**src/rtl/bbpd_pkg.sv**
```systemverilog
package bbpd_pkg;

  typedef enum logic [1:0] {
    DIR_NONE = 2'd0,
    DIR_UP   = 2'd1,
    DIR_DN   = 2'd2
  } dir_e;

  // Edge exists only when the two centre samples differ; the edge sample
  // then sides with whichever centre it matches.
  function automatic dir_e classify(input logic a, input logic t, input logic b);
    if (a == b)      return DIR_NONE;
    else if (t == a) return DIR_DN;
    else             return DIR_UP;
  endfunction

endpackage

```
**src/rtl/bbpd_decide.sv**
```systemverilog
module bbpd_decide
  import bbpd_pkg::*;
(
  input  logic clk,
  input  logic rst_n,
  input  logic smp_valid,
  input  logic smp_a,
  input  logic smp_t,
  input  logic smp_b,
  input  logic acq_en,
  output logic nudge_up,
  output logic nudge_dn,
  output logic out_valid,
  output logic out_data,
  output logic dir_up,
  output logic dir_dn
);

  dir_e cur_dir;
  dir_e dir_q;

  always_comb begin
    cur_dir = DIR_NONE;
    if (smp_valid && acq_en) cur_dir = classify(smp_a, smp_t, smp_b);
  end

  assign nudge_up = (cur_dir == DIR_UP);
  assign nudge_dn = (cur_dir == DIR_DN);

  always_ff @(posedge clk) begin
    if (!rst_n) begin
      dir_q     <= DIR_NONE;
      out_valid <= 1'b0;
      out_data  <= 1'b0;
    end else begin
      dir_q     <= cur_dir;
      out_valid <= smp_valid;
      if (smp_valid) out_data <= smp_a;
    end
  end

  assign dir_up = (dir_q == DIR_UP);
  assign dir_dn = (dir_q == DIR_DN);

  a_r10_single_direction: assert property (@(posedge clk) disable iff (!rst_n)
    $onehot0({dir_up, dir_dn}));

  a_r9_quiet_when_disabled: assert property (@(posedge clk) disable iff (!rst_n)
    !acq_en |=> !(dir_up || dir_dn));

  a_r10_decision_needs_valid: assert property (@(posedge clk) disable iff (!rst_n)
    (dir_up || dir_dn) |-> out_valid);

  a_r8_data_holds: assert property (@(posedge clk) disable iff (!rst_n)
    !smp_valid |=> $stable(out_data));

endmodule

```
**src/rtl/bbpd_integ.sv**
```systemverilog
module bbpd_integ #(
  parameter int INT_W   = 12,
  parameter int SHIFT_W = 4
) (
  input  logic                    clk,
  input  logic                    rst_n,
  input  logic                    inc,
  input  logic                    dec,
  input  logic [SHIFT_W-1:0]      shift_sel,
  output logic signed [INT_W-1:0] acc,
  output logic signed [INT_W-1:0] scaled
);

  localparam logic signed [INT_W-1:0] ACC_MAX = {1'b0, {(INT_W-1){1'b1}}};
  localparam logic signed [INT_W-1:0] ACC_MIN = {1'b1, {(INT_W-1){1'b0}}};
  localparam logic signed [INT_W-1:0] ONE     = INT_W'(1);

  logic at_max, at_min;
  assign at_max = (acc == ACC_MAX);
  assign at_min = (acc == ACC_MIN);

  always_ff @(posedge clk) begin
    if (!rst_n)              acc <= '0;
    else if (inc && !at_max) acc <= acc + ONE;
    else if (dec && !at_min) acc <= acc - ONE;
  end

  assign scaled = acc >>> shift_sel;

  a_r6_count_up: assert property (@(posedge clk) disable iff (!rst_n)
    (inc && !at_max) |=> (acc == $past(acc) + ONE));

  a_r6_count_down: assert property (@(posedge clk) disable iff (!rst_n)
    (dec && !at_min) |=> (acc == $past(acc) - ONE));

  a_r6_saturate: assert property (@(posedge clk) disable iff (!rst_n)
    ((inc && at_max) || (dec && at_min)) |=> $stable(acc));

  a_r9_hold_without_decision: assert property (@(posedge clk) disable iff (!rst_n)
    !(inc || dec) |=> $stable(acc));

endmodule

```
**src/rtl/bbpd_loop.sv**
```systemverilog
module bbpd_loop #(
  parameter int INT_W   = 12,
  parameter int SHIFT_W = 4,
  parameter int STEP_K  = 64,
  localparam int CW     = INT_W + 2
) (
  input  logic                 clk,
  input  logic                 rst_n,
  input  logic                 smp_valid,
  input  logic                 smp_a,
  input  logic                 smp_t,
  input  logic                 smp_b,
  input  logic                 acq_en,
  input  logic [SHIFT_W-1:0]   shift_sel,
  output logic                 out_valid,
  output logic                 out_data,
  output logic                 dir_up,
  output logic                 dir_dn,
  output logic signed [CW-1:0] ctrl_word
);

  localparam logic signed [CW-1:0] KSTEP = CW'(STEP_K);

  logic                    nudge_up, nudge_dn;
  logic signed [INT_W-1:0] acc, scaled;
  logic signed [CW-1:0]    prop_term;

  bbpd_decide u_decide (
    .clk      (clk),
    .rst_n    (rst_n),
    .smp_valid(smp_valid),
    .smp_a    (smp_a),
    .smp_t    (smp_t),
    .smp_b    (smp_b),
    .acq_en   (acq_en),
    .nudge_up (nudge_up),
    .nudge_dn (nudge_dn),
    .out_valid(out_valid),
    .out_data (out_data),
    .dir_up   (dir_up),
    .dir_dn   (dir_dn)
  );

  bbpd_integ #(.INT_W(INT_W), .SHIFT_W(SHIFT_W)) u_integ (
    .clk      (clk),
    .rst_n    (rst_n),
    .inc      (nudge_up),
    .dec      (nudge_dn),
    .shift_sel(shift_sel),
    .acc      (acc),
    .scaled   (scaled)
  );

  always_comb begin
    prop_term = '0;
    if (dir_up)      prop_term = KSTEP;
    else if (dir_dn) prop_term = -KSTEP;
  end

  assign ctrl_word = CW'(scaled) + prop_term;

  a_r5_step_only_with_decision: assert property (@(posedge clk) disable iff (!rst_n)
    !(dir_up || dir_dn) |-> (ctrl_word == CW'(scaled)));

endmodule

```
**config.mk**
```make
export PLATFORM = sky130hd
export DESIGN_NAME = bbpd_loop
export DESIGN_NICKNAME = d
export VERILOG_FILES = /design/src/rtl/bbpd_pkg.sv /design/src/rtl/bbpd_decide.sv /design/src/rtl/bbpd_integ.sv /design/src/rtl/bbpd_loop.sv
export SDC_FILE = /design/constraint.sdc
export NUM_CORES = 1
export LEC_CHECK = 0
export BUFFER_PORTS_ARGS = -buffer_cell sky130_fd_sc_hd__buf_2
export CORE_MARGIN = 5
export CORE_UTILIZATION = 35
export CTS_CLUSTER_DIAMETER = 200
export DETAILED_ROUTE_END_ITERATION = 8
export PLACE_DENSITY = 0.5
export SLEW_MARGIN = 25
export SYNTH_ARGS = -nofsm -noshare
export SYNTH_HDL_FRONTEND = slang
export SYNTH_SLANG_ARGS = --single-unit
```
**constraint.sdc**
```tcl
create_clock -name clk -period 3 [get_ports clk]
set_input_delay 0.15 -clock clk [delete_from_list [all_inputs] [get_ports clk]]
set_output_delay 0.15 -clock clk [all_outputs]
set_load 0.02 [all_outputs]
```
==> flow_metrics.env <==
export IMPL_status="complete, no violations"
export IMPL_wl_per_cell_um=14.0
export IMPL_port_buffers=28
export IMPL_wirelength_um=4530
export IMPL_peakVddDrop_mv=0.162
export IMPL_initial_core_util=0.365
export IMPL_netlist_instances=223
export IMPL_seq_area_frac_synth=0.169
export IMPL_n_antenna_cell=0
export IMPL_finalSetupViolations=0
export IMPL_drcViolationCount=0
export IMPL_synth_avg_cell_area_um2=8.52
export IMPL_ff2ff_setup_slack_ns=0.29
export IMPL_clock_latency_ns=0.25
export IMPL_synth_top_area_cell="dfxtp_1"
export IMPL_synth_flop_cell="dfxtp_1"
export IMPL_min_period_over_period=0.937
export IMPL_yosysWarnings=0
export IMPL_async_flop_share=0
export IMPL_clkPwrFrac=0.231
export IMPL_max_cap_violations=0
export IMPL_path_max_fanout=6
export IMPL_tightest_slew_ns=0.683
export IMPL_synth_top_area_share=0.169
export IMPL_coreArea_um2=5200
export IMPL_reg2reg_from="u_integ.acc[5]"
export IMPL_ant_nets=0
export IMPL_synth_cell_area_um2=1900
export IMPL_ys_seq_elements=16
export IMPL_ys_types=57
export IMPL_crit_path_start_kind="register"
export IMPL_grt_max_degree=18
export IMPL_clkTransAtPathRegs_ns=0.07
export IMPL_synth_edf_count=0
export IMPL_grt_pass1_wl_um=7980
export IMPL_r2r_worst_path_cells=9
export IMPL_sequentialPowerShare=0.291
export IMPL_die_y_um=83.7
export IMPL_synthTopCellsByArea="dfxtp_1 (17%), ha_1 (12%), mux2i_1 (7.4%), mux4_2 (5.9%), a21oi_1 (5.0%)"
export IMPL_routabilityCongestion=0.812
export IMPL_arrival_ns=2.66
export IMPL_period_minus_slack_ns=2.81
export IMPL_p_leak_nw=0.991
export IMPL_grt_pass1_vias=1670
export IMPL_whs_path_depth=2
export IMPL_fillCellCount=539
export IMPL_die_x_um=83.7
export IMPL_htreeDepth=1
export IMPL_p_sw_frac=0.384
export IMPL_cts_tree="built"
export IMPL_antenna_found_initial=0
export IMPL_fmax_mhz=356
export IMPL_post_cts_buffers=0
export IMPL_setup_tns_ns=0
export IMPL_yosys_cell_count_top_type="nor2_1"
export IMPL_hp_class="primary input to register"
export IMPL_critPathKind="register to primary output"
export IMPL_first_pass_iters=4
export IMPL_synth_nets=254
export IMPL_num_io_pins=29
export IMPL_synthTopCellsByCount="nor2_1 (20), a21oi_1 (19), ha_1 (18), dfxtp_1 (16), mux2i_1 (14)"
export IMPL_grt_overflow_total=0
export IMPL_final_layout_size_suffix_gt1_frac=0.268
export IMPL_power_internal_uw=527
export IMPL_die_area_um2=7000
export IMPL_root_buffer="clkbuf_8"
export IMPL_maxSlewViolCount=0
export IMPL_drt_iter0_drc=43
export IMPL_cts_sinks=16
export IMPL_worstHoldStart="smp_valid"
export IMPL_area_growth_pct=17.0
export IMPL_pwr_share_comb=0.479
export IMPL_num_rows=26
export IMPL_vias=1715
export IMPL_via_per_inst=5.29
export IMPL_relSlewSlack=0.544
export IMPL_cts_buffers=3
export IMPL_grt_setup_unrepaired="true"
export IMPL_track_usage=0.132
export IMPL_clk_path_buf_depth=2
export IMPL_power_total_uw=855
export IMPL_r2r_end="u_integ.acc[9]"
export IMPL_crit_required_ns=2.85
export IMPL_crit_path_end_kind="primary output"
export IMPL_hold_viol_final=0
export IMPL_fin_skew_ns=0.00136
export IMPL_whs_endpoint="u_decide.out_valid"
export IMPL_dp_final_hpwl_um=3520
export IMPL_fin_nets=286
export IMPL_p_sw_uw=328
export IMPL_p_per_area_nw_per_um2=385
[cell usage in the layout (no fill, tap or decap), drive strengths merged, types with 2 or more instances in the layout]
| cell | n |
|---|---|
| nand3b | 2 |
| nand2b | 3 |
| a21oi | 21 |
| o21bai | 3 |
| nor4 | 2 |
| nand4 | 5 |
| clkbuf | 4 |
| inv | 5 |
| o21a | 5 |
| or3 | 2 |
| o31ai | 5 |
| mux2i | 14 |
| dfxtp | 16 |
| nor2 | 20 |
| xor2 | 3 |
| and2 | 5 |
| fa | 2 |
| buf | 37 |
| nand4b | 2 |
| mux2 | 5 |
| o21ai | 9 |
| o32ai | 2 |
| mux4 | 5 |
| a211oi | 3 |
| or3b | 2 |
| xnor2 | 6 |
| a21o | 7 |
| ha | 18 |
| nand2 | 11 |
| nand3 | 6 |
| nor2b | 4 |
[state kept, by name, summed over array words and instances, names as in the netlist]
| signal | cells |
|---|---|
| u_integ.acc | 12 |
| u_decide.dir_q | 2 |
| u_decide.out_data | 1 |
| u_decide.out_valid | 1 |
[repair_timing]
item / CTS / global route
gates resized for setup: 1 / 12
pin swaps: 0 / 5
setup endpoints to repair: 2 / 5
cloned: 0 / 0
hold buffers: 0 / 0
[critical path, stage by stage (launching register included)]
cell and delay [ns]:
dfxtp_2 0.37, mux2i_2 0.19, mux2i_1 0.11, nor2_1 0.11
a21oi_1 0.05, o21a_1 0.18, ha_2 0.20, fa_2 0.38
a21oi_2 0.12, nor2_1 0.05, nor2_1 0.16, nor2b_1 0.07
o31ai_1 0.23, buf_2 0.21
[power groups by stage]
stage | clock, mW | combinational [mW] | sequential, mW
CTS | 0.206 | 0.408 | 0.247
detailed placement | 0 | 0.405 | 0.252
floorplan | 0 | 0.308 | 0.252
finish | 0.197 | 0.409 | 0.249
global route | 0.217 | 0.457 | 0.252
global placement | 0 | 0.407 | 0.252
[routing by layer]
metal	vias to the layer above	track usage	wire, um
met4	0	0.0263	31
li1	914	-	-
met3	4	0.0188	129
met2	21	0.222	2130
met5	-	0	0
met1	776	0.178	2240
[how the worst max path moves through the flow]
stage	startpoint	end	slack, ns
after floorplan	u_integ.acc[0]	u_integ.acc[9]	0.27
after global placement	u_integ.acc[9]	u_integ.acc[9]	0.13
after detailed placement	u_integ.acc[10]	u_integ.acc[9]	0.14
after CTS	u_integ.acc[9]	ctrl_word[13]	0.07
after global routing	u_integ.acc[9]	ctrl_word[12]	-0.11
final	u_integ.acc[8]	ctrl_word[12]	0.19
[metrics by stage]
| stage | instance area (um2) | cells | setup slack, ns | util | hold slack [ns] |
|---|---|---|---|---|---|
| floorplan | 1900 | 223 | 0.272 | - | 0.272 |
| global route | 2220 | 324 | -0.109 | 0.427 | 0.155 |
| detailed placement | 2130 | 320 | 0.139 | 0.410 | 0.406 |
| global placement | 2130 | 320 | 0.132 | 0.410 | 0.397 |
| finish | 2220 | 324 | 0.190 | 0.427 | 0.144 |
| CTS | 2190 | 324 | 0.0662 | 0.422 | 0.138 |
[cell families after synthesis]
family,share of synthesized area
adder cells (fa/ha/maj),0.140
AO/OA/AOI/OAI,0.240
XOR/XNOR,0.0415
buffers and inverters,0.0435
AND/OR/NAND/NOR,0.204
multiplexers,0.163
flip-flops,0.169
[layout make-up]
cell class                      instances  area [um2]  share of cell area
Multi-Input combinational cell        191        1520               0.684
Timing Repair Buffer                   37         208              0.0935
Inverter                                6        22.5              0.0101
Tap cell                               70        87.6              0.0394
Clock buffer                            4        55.1              0.0248
Sequential cell                        16         329               0.148
Note: power is estimated with default switching activity, not from simulation.
